$ cat src/rtl/wrbuf_pkg.sv
package wrbuf_pkg;

    typedef enum logic [1:0] {
        S_IDLE     = 2'd0,
        S_HIT      = 2'd1,
        S_RD_ISSUE = 2'd2,
        S_RD_WAIT  = 2'd3
    } wrbuf_state_e;

endpackage

$ cat src/rtl/wrbuf_fifo.sv
module wrbuf_fifo #(
    parameter int DEPTH = 4,
    parameter int AW    = 32,
    parameter int DW    = 32,
    localparam int PW   = (DEPTH > 1) ? $clog2(DEPTH) : 1,
    localparam int CW   = $clog2(DEPTH + 1)
) (
    input  logic                       clk,
    input  logic                       rst_n,
    input  logic                       push,
    input  logic [AW-1:0]              push_addr,
    input  logic [DW-1:0]              push_data,
    input  logic                       pop,
    output logic                       full,
    output logic [CW-1:0]              count,
    output logic [PW-1:0]              head,
    output logic [DEPTH-1:0][AW-1:0]   ent_addr,
    output logic [DEPTH-1:0][DW-1:0]   ent_data
);

    logic [PW-1:0] tail;

    function automatic logic [PW-1:0] step(input logic [PW-1:0] p);
        return (p == PW'(DEPTH - 1)) ? '0 : p + 1'b1;
    endfunction

    assign full = (count == CW'(DEPTH));

    always_ff @(posedge clk or negedge rst_n) begin
        if (!rst_n) begin
            head  <= '0;
            tail  <= '0;
            count <= '0;
        end else begin
            if (push) tail <= step(tail);
            if (pop)  head <= step(head);
            count <= count + CW'(push) - CW'(pop);
        end
    end

    always_ff @(posedge clk) begin
        if (push) begin
            ent_addr[tail] <= push_addr;
            ent_data[tail] <= push_data;
        end
    end

    // Writer must respect the full flag.
    assert_push_when_full_R2: assert property (@(posedge clk) disable iff (!rst_n)
        push |-> !full);

    // Memory side must never retire an entry that is not there.
    assert_pop_nonempty_R3: assert property (@(posedge clk) disable iff (!rst_n)
        pop |-> (count != '0));

    assert_no_overflow_R1: assert property (@(posedge clk) disable iff (!rst_n)
        count <= CW'(DEPTH));

endmodule

$ cat src/rtl/wrbuf_match.sv
module wrbuf_match #(
    parameter int DEPTH = 4,
    parameter int AW    = 32,
    parameter int DW    = 32,
    localparam int PW   = (DEPTH > 1) ? $clog2(DEPTH) : 1,
    localparam int CW   = $clog2(DEPTH + 1)
) (
    input  logic [DEPTH-1:0][AW-1:0] ent_addr,
    input  logic [DEPTH-1:0][DW-1:0] ent_data,
    input  logic [PW-1:0]            head,
    input  logic [CW-1:0]            count,
    input  logic [AW-1:0]            look_addr,
    input  logic                     new_valid,
    input  logic [AW-1:0]            new_addr,
    input  logic [DW-1:0]            new_data,
    output logic                     hit,
    output logic [DW-1:0]            hit_data
);

    // Walk from oldest to youngest; a later match overrides an earlier one.
    always_comb begin
        int            pos;
        logic [PW-1:0] idx;
        hit      = 1'b0;
        hit_data = '0;
        for (int k = 0; k < DEPTH; k++) begin
            pos = int'(head) + k;
            if (pos >= DEPTH) pos = pos - DEPTH;
            idx = pos[PW-1:0];
            if ((k < int'(count)) && (ent_addr[idx] == look_addr)) begin
                hit      = 1'b1;
                hit_data = ent_data[idx];
            end
        end
        // A write entering this cycle is younger than every stored entry.
        if (new_valid && (new_addr == look_addr)) begin
            hit      = 1'b1;
            hit_data = new_data;
        end
    end

endmodule

$ cat src/rtl/wrbuf_bypass.sv
module wrbuf_bypass
    import wrbuf_pkg::*;
#(
    parameter int DEPTH = 4,
    parameter int AW    = 32,
    parameter int DW    = 32
) (
    input  logic          clk,
    input  logic          rst_n,
    input  logic          wr_valid,
    output logic          wr_ready,
    input  logic [AW-1:0] wr_addr,
    input  logic [DW-1:0] wr_data,
    input  logic          rd_valid,
    output logic          rd_ready,
    input  logic [AW-1:0] rd_addr,
    output logic          rd_resp_valid,
    output logic [DW-1:0] rd_resp_data,
    output logic          mem_req_valid,
    input  logic          mem_req_ready,
    output logic          mem_req_we,
    output logic [AW-1:0] mem_req_addr,
    output logic [DW-1:0] mem_req_wdata,
    input  logic          mem_rsp_valid,
    input  logic [DW-1:0] mem_rsp_data,
    output logic          empty
);

    localparam int PW = (DEPTH > 1) ? $clog2(DEPTH) : 1;
    localparam int CW = $clog2(DEPTH + 1);

    wrbuf_state_e state, state_nx;

    logic                     full;
    logic [CW-1:0]            count;
    logic [PW-1:0]            head;
    logic [DEPTH-1:0][AW-1:0] ent_addr;
    logic [DEPTH-1:0][DW-1:0] ent_data;

    logic          wr_fire, rd_fire, pop;
    logic          fwd_hit;
    logic [DW-1:0] fwd_data;
    logic [AW-1:0] rd_addr_q;
    logic [DW-1:0] hit_data_q;

    assign wr_ready = !full;
    assign wr_fire  = wr_valid && wr_ready;
    assign rd_fire  = rd_valid && rd_ready;
    assign pop      = mem_req_valid && mem_req_ready && mem_req_we;

    wrbuf_fifo #(.DEPTH(DEPTH), .AW(AW), .DW(DW)) u_fifo (
        .clk       (clk),
        .rst_n     (rst_n),
        .push      (wr_fire),
        .push_addr (wr_addr),
        .push_data (wr_data),
        .pop       (pop),
        .full      (full),
        .count     (count),
        .head      (head),
        .ent_addr  (ent_addr),
        .ent_data  (ent_data)
    );

    wrbuf_match #(.DEPTH(DEPTH), .AW(AW), .DW(DW)) u_match (
        .ent_addr  (ent_addr),
        .ent_data  (ent_data),
        .head      (head),
        .count     (count),
        .look_addr (rd_addr),
        .new_valid (wr_fire),
        .new_addr  (wr_addr),
        .new_data  (wr_data),
        .hit       (fwd_hit),
        .hit_data  (fwd_data)
    );

    // State register
    always_ff @(posedge clk or negedge rst_n) begin
        if (!rst_n) state <= S_IDLE;
        else        state <= state_nx;
    end

    always_ff @(posedge clk or negedge rst_n) begin
        if (!rst_n) begin
            rd_addr_q  <= '0;
            hit_data_q <= '0;
        end else if (rd_fire) begin
            rd_addr_q  <= rd_addr;
            hit_data_q <= fwd_data;
        end
    end

    // Next state
    always_comb begin
        state_nx = state;
        unique case (state)
            S_IDLE:     if (rd_fire) state_nx = fwd_hit ? S_HIT : S_RD_ISSUE;
            S_HIT:      state_nx = S_IDLE;
            S_RD_ISSUE: if (mem_req_ready) state_nx = S_RD_WAIT;
            S_RD_WAIT:  if (mem_rsp_valid) state_nx = S_IDLE;
        endcase
    end

    // Outputs per state
    always_comb begin
        mem_req_valid = 1'b0;
        mem_req_we    = 1'b1;
        mem_req_addr  = ent_addr[head];
        mem_req_wdata = ent_data[head];
        rd_resp_valid = 1'b0;
        rd_resp_data  = '0;
        unique case (state)
            S_IDLE: begin
                mem_req_valid = (count != '0);
            end
            S_HIT: begin
                mem_req_valid = (count != '0);
                rd_resp_valid = 1'b1;
                rd_resp_data  = hit_data_q;
            end
            S_RD_ISSUE: begin
                mem_req_valid = 1'b1;
                mem_req_we    = 1'b0;
                mem_req_addr  = rd_addr_q;
                mem_req_wdata = '0;
            end
            S_RD_WAIT: begin
                mem_req_we    = 1'b0;
                mem_req_addr  = rd_addr_q;
                mem_req_wdata = '0;
                rd_resp_valid = mem_rsp_valid;
                rd_resp_data  = mem_rsp_data;
            end
        endcase
    end

    // A read may only enter when it cannot force withdrawal of a refused write.
    assign rd_ready = (state == S_IDLE) && !(mem_req_valid && !mem_req_ready);

    assign empty = (count == '0) && ((state == S_IDLE) || (state == S_HIT));

    assert_req_stable_R7: assert property (@(posedge clk) disable iff (!rst_n)
        mem_req_valid && !mem_req_ready |=> mem_req_valid && $stable(mem_req_we)
            && $stable(mem_req_addr) && $stable(mem_req_wdata));

    assert_fwd_next_R5: assert property (@(posedge clk) disable iff (!rst_n)
        rd_fire && fwd_hit |=> rd_resp_valid && !(mem_req_valid && !mem_req_we));

    assert_miss_issue_R4: assert property (@(posedge clk) disable iff (!rst_n)
        rd_fire && !fwd_hit |=> mem_req_valid && !mem_req_we);

    assert_empty_quiet_R8: assert property (@(posedge clk) disable iff (!rst_n)
        empty |-> !mem_req_valid);

    assert_one_read_R9: assert property (@(posedge clk) disable iff (!rst_n)
        rd_resp_valid |-> !rd_ready);

endmodule

$ cat config.mk
export PLATFORM = sky130hd
export DESIGN_NAME = wrbuf_bypass
export DESIGN_NICKNAME = d
export VERILOG_FILES = /design/src/rtl/wrbuf_pkg.sv /design/src/rtl/wrbuf_fifo.sv /design/src/rtl/wrbuf_match.sv /design/src/rtl/wrbuf_bypass.sv
export SDC_FILE = /design/constraint.sdc
export NUM_CORES = 1
export LEC_CHECK = 0
export ABC_AREA = 1
export CAP_MARGIN = 25
export CORE_UTILIZATION = 35
export DETAILED_ROUTE_END_ITERATION = 6
export GPL_ROUTABILITY_DRIVEN = 0
export SLEW_MARGIN = 20
export SYNTH_ARGS = -nofsm -noshare
export SYNTH_HDL_FRONTEND = slang
export SYNTH_SLANG_ARGS = --single-unit
$ cat constraint.sdc
create_clock -name clk -period 5.36 [get_ports clk]
set_clock_uncertainty 0.05 [all_clocks]
set_input_delay 1.072 -clock clk [delete_from_list [all_inputs] [get_ports clk]]
set_output_delay 1.072 -clock clk [all_outputs]
set_load 0.05 [all_outputs]
==> results_tabular.tex <==
\begin{tabular}{lr}
\hline
Metric & Value \\
\hline
\multicolumn{2}{l}{\textbf{CTS}} \\
\quad Hold-fix buffers at CTS & 0 \\
\quad Clock sink total & between 300 and 400 \\
\quad Clock tree root buffer cell & clkbuf\_16 \\
\quad Number of CTS-inserted buffers & 41 \\
\quad Post-CTS repair timing setup buffer count & 0 \\
\quad \# resized after CTS & 0 \\
\quad Clock latency reported for the late side of the worst-skew pair & 0.57 ns \\
\quad Clock transition at the register clock pins on the worst setup and hold paths after CTS & 0.06 ns \\
\quad TritonCTS clock tree & yes \\
\quad Maximum buffer depth of the clock tree & 3 \\
\quad \# H-tree levels & 2 \\
\multicolumn{2}{l}{\textbf{Placed design}} \\
\quad Placed cell count & 4126 \\
\quad Half-perimeter wire length after detailed placement & 52.5 mm \\
\quad Number of buffers added on ports & 235 \\
\multicolumn{2}{l}{\textbf{Worst hold path}} \\
\quad Path type of the worst min-delay path & flop to flop \\
\quad Min-delay src & rd\_addr\_q[12]\$\_DFFE\_PN0P\_ \\
\quad Count of cells along the worst hold path & 2 \\
\multicolumn{2}{l}{\textbf{Worst setup path}} \\
\quad Library cell appearing most often on the critical path & buf\_4 \\
\quad Worst setup path startpoint & u\_fifo.head[1]\$\_DFFE\_PN0P\_ \\
\quad FF-to-FF End & hit\_data\_q[5]\$\_DFFE\_PN0P\_ \\
\quad Peak per-stage delay on the critical path & between 0.7 and 0.8 ns \\
\quad Number of cells traversed by the worst register-to-register path & 18 \\
\quad Category of the most critical setup path & flop to output port \\
\quad Number of cells on the critical path & 7 \\
\quad Data arrival at the endpoint of the critical path & 3.49 ns \\
\quad Buf+Inv Stages, Crit Path & 4 \\
\quad Crit path to & mem\_req\_addr[29] \\
\quad Worst Setup End Kind & output port \\
\quad Largest fanout on the critical path & 37 \\
\quad Startpoint of the most critical register-to-register path & u\_fifo.head[1]\$\_DFFE\_PN0P\_ \\
\quad Startpoint type of the worst setup path & flop \\
\quad Critical path, cell by cell & inv\_4, buf\_4, buf\_4, nand3\_1, nand2\_1, o21ai\_0, clkdlybuf4s50\_1 \\
\quad CP required & 4.24 ns \\
\quad Critical-path top delay cell & clkdlybuf4s50\_1 \\
\quad Register-to-register setup slack & 1.29 ns \\
\quad Largest delay share family, worst path & buffers and inverters \\
\multicolumn{2}{l}{\textbf{STA}} \\
\quad Relative slew slack & 0.290 \\
\quad Final count of negative-setup-slack endpoints & 0 \\
\quad Final Hold Vio Count & 0 \\
\quad Fmax & 217 MHz \\
\quad Measured slew at the worst slew-check pin & 1.07 ns \\
\quad Final cycle utilization of the critical path & 0.860 \\
\quad Hold slack final & roughly 0.43 ns \\
\quad Time the worst path needs with I/O delays and setup & 4.61 ns \\
\quad Slew Viols, Final & 0 \\
\quad Unrepaired setup endpoints after global routing & no \\
\quad Setup total negative slack & 0 ns \\
\multicolumn{2}{l}{\textbf{Route}} \\
\quad Count of vias placed by the detailed router & 21500 \\
\quad Post-detailed-route wirelength per cell & 18.8 µm \\
\quad Number of antenna-violating nets in the routed design & 0 \\
\quad Via density per instance & 5.11 \\
\quad DR pass1 iterations & 7 \\
\quad Remaining DRCs & 3 \\
\quad Initial DRC count & 2050 \\
\quad Sum of routed wire length over all layers & 79.2 mm \\
\multicolumn{2}{l}{\textbf{Run status}} \\
\quad Violated checks & DRC \\
\quad Status & finished with violations \\
\multicolumn{2}{l}{\textbf{Synthesis}} \\
\quad Syn nets & 3349 \\
\quad Leading post-synthesis cells by instance count & 1243 x nand2\_1, 417 x nand3\_1, 395 x o21ai\_0 \\
\quad Top-count cell post-synth & nand2\_1 \\
\quad Fraction of synthesis flops using an asynchronous set or reset pin & 0.222 \\
\quad Cell taking the most area after synthesis & edfxtp\_1 \\
\quad Synthesis-stage register bit count & 329 \\
\quad Largest cells by area after synthesis & edfxtp\_1 35\%, nand2\_1 21\%, nand3\_1 9.4\% \\
\quad Most used flip-flop cell after synthesis & edfxtp\_1 \\
\quad Number of different library cells in the post-synthesis netlist & 37 \\
\quad Number of warnings reported in the yosys synthesis log & 0 \\
\quad Number of enable-type register cells in the synthesized netlist & 256 \\
\quad Post-synthesis instance total & 3205 \\
\quad Fraction of synthesized cell area taken by the top area cell type & 0.347 \\
\quad Cell area after synthesis & 22200 µm² \\
\quad Mean area per synthesized cell & 6.91 µm² \\
\quad Sequential area share after synthesis & 0.429 \\
\multicolumn{2}{l}{\textbf{Global route}} \\
\quad Via count of the first global-routing pass & 19400 \\
\quad Overflow after GRT & 0 \\
\quad First-pass GRT wire length & 118 mm \\
\quad Initial antenna violation count & 4 \\
\quad Maximum number of pins on one net before global-route repair & 198 \\
\quad Overall Global Routing Usage & 0.244 \\
\multicolumn{2}{l}{\textbf{Power and ir drop}} \\
\quad Power density normalized to cell area & $\sim$620 nW/µm² \\
\quad Total power after layout & 16300 µW \\
\quad Static leakage power & around 0.012 µW \\
\quad Worst voltage drop across the vdd grid & 0.000599 V \\
\multicolumn{2}{l}{\textbf{Die}} \\
\quad Height of the die & 254 µm \\
\quad Floorplan die area & 64300 µm² \\
\quad Floorplan Core Area & 62200 µm² \\
\quad Initial cell density of the core & 0.356 \\
\quad Number of I/O pins & 236 \\
\quad Floorplan die width & 254 µm \\
\quad Placement row count & 91 \\
\multicolumn{2}{l}{\textbf{Flow run}} \\
\quad Max-capacitance violation count & 0 \\
\multicolumn{2}{l}{\textbf{Cells and area}} \\
\quad Fraction of layout cells with a size suffix above 1 & 0.0416 \\
\quad Total Nets Final & 3476 \\
\quad Synthesis-to-finish area growth & 19.3\% \\
\quad Final Instance Count excl. Fillers & approximately 4200 \\
\hline
\end{tabular}
-- where the power goes --
part,internal (µW),switching [µW]
Clock,1630,1160
Sequential,3340,324
Combinational,2810,7060
Total,7790,8540
-- cell families (layout without fill, tap and decap cells) --
family | after synthesis | in the layout | share of synthesized area
xor+xnor | 46 | 46 | 0.0182
simple gates | 1810 | 1810 | 0.336
compound gates | 474 | 474 | 0.109
fa+ha+maj | 10 | 10 | 0.00599
flops | 329 | 329 | 0.429
buf+inv | 536 | 695 | 0.101
other cells | 0 | 1 | 0
-- layer usage --
layer,wire (µm),up-vias,GRT usage,part of all wire
li1,-,10600,-,-
met1,34000,9732,0.336,0.43
met2,35800,956,0.386,0.45
met3,6950,146,0.0397,0.088
met4,2380,6,0.0823,0.030
met5,41,-,0,0.00052
-- worst reg2reg max path, delay by kind of cell (launching register included) --
family / cells / cell delay [ns]
buffers and inverters: 4 / 1.75
AND/OR/NAND/NOR: 14 / 1.45
flip-flops: 1 / 0.73
-- cell usage in the layout, fill, tap and decap left out, types with 2 or more instances in the layout --
cell type	n
a21oi_1	49
and2_0	4
and2_1	3
and3_1	2
buf_12	8
buf_4	38
bufinv_16	3
clkbuf_1	13
clkbuf_16	41
clkbuf_8	5
clkdlybuf4s50_1	234
clkinv_1	4
clkinv_2	7
dfrtp_1	70
dfrtp_4	3
edfxtp_1	256
ha_1	8
inv_1	327
inv_2	8
inv_4	2
inv_6	2
nand2_1	1242
nand3_1	417
nand3b_1	3
nand4_1	9
nor2_1	101
nor2_2	4
nor2_4	7
nor3_1	4
nor4_1	5
o211ai_1	16
o21ai_0	395
o21ai_1	11
or2_2	5
xnor2_1	12
xor2_1	34
-- flip-flops by register name, indices dropped and copies added (netlist names) --
signal / cells
u_fifo.count: 3
u_fifo.ent_data: 128
hit_data_q: 32
u_fifo.ent_addr: 128
u_fifo.tail: 2
state: 2
u_fifo.head: 2
rd_addr_q: 32
-- per-stage QoR --
stage,area (µm²),util,setup slack [ns]
floorplan,22200,-,0.846
global placement,25100,0.404,1.32
detailed placement,25100,0.404,1.34
CTS,26400,0.425,0.717
global route,26400,0.425,0.597
finish,26400,0.425,0.750
-- how the worst min path moves through the flow --
stage / slack (ns) / end
2_1_floorplan: 0.40 / hit_data_q[0]$_DFFE_PN0P_
3_3_place_gp: 0.42 / rd_addr_q[22]$_DFFE_PN0P_
3_5_place_dp: 0.42 / rd_addr_q[12]$_DFFE_PN0P_
4_1_cts: 0.44 / rd_addr_q[12]$_DFFE_PN0P_
5_1_grt: 0.45 / rd_addr_q[26]$_DFFE_PN0P_
6_report: 0.43 / rd_addr_q[12]$_DFFE_PN0P_
-- cell type report --
| class | count | area, µm² |
|---|---|---|
| Inverter | 339 | 1280 |
| Antenna cell | 1 | 2.50 |
| Clock inverter | 16 | 176 |
| Timing Repair Buffer | 281 | 2800 |
| Sequential cell | 329 | 9530 |
| Tap cell | 837 | 1050 |
| Multi-Input combinational cell | 2340 | 10500 |
| Clock buffer | 59 | 1140 |
| Fill cell | 6444 | 35700 |
Power figures use the tool's default switching activity.
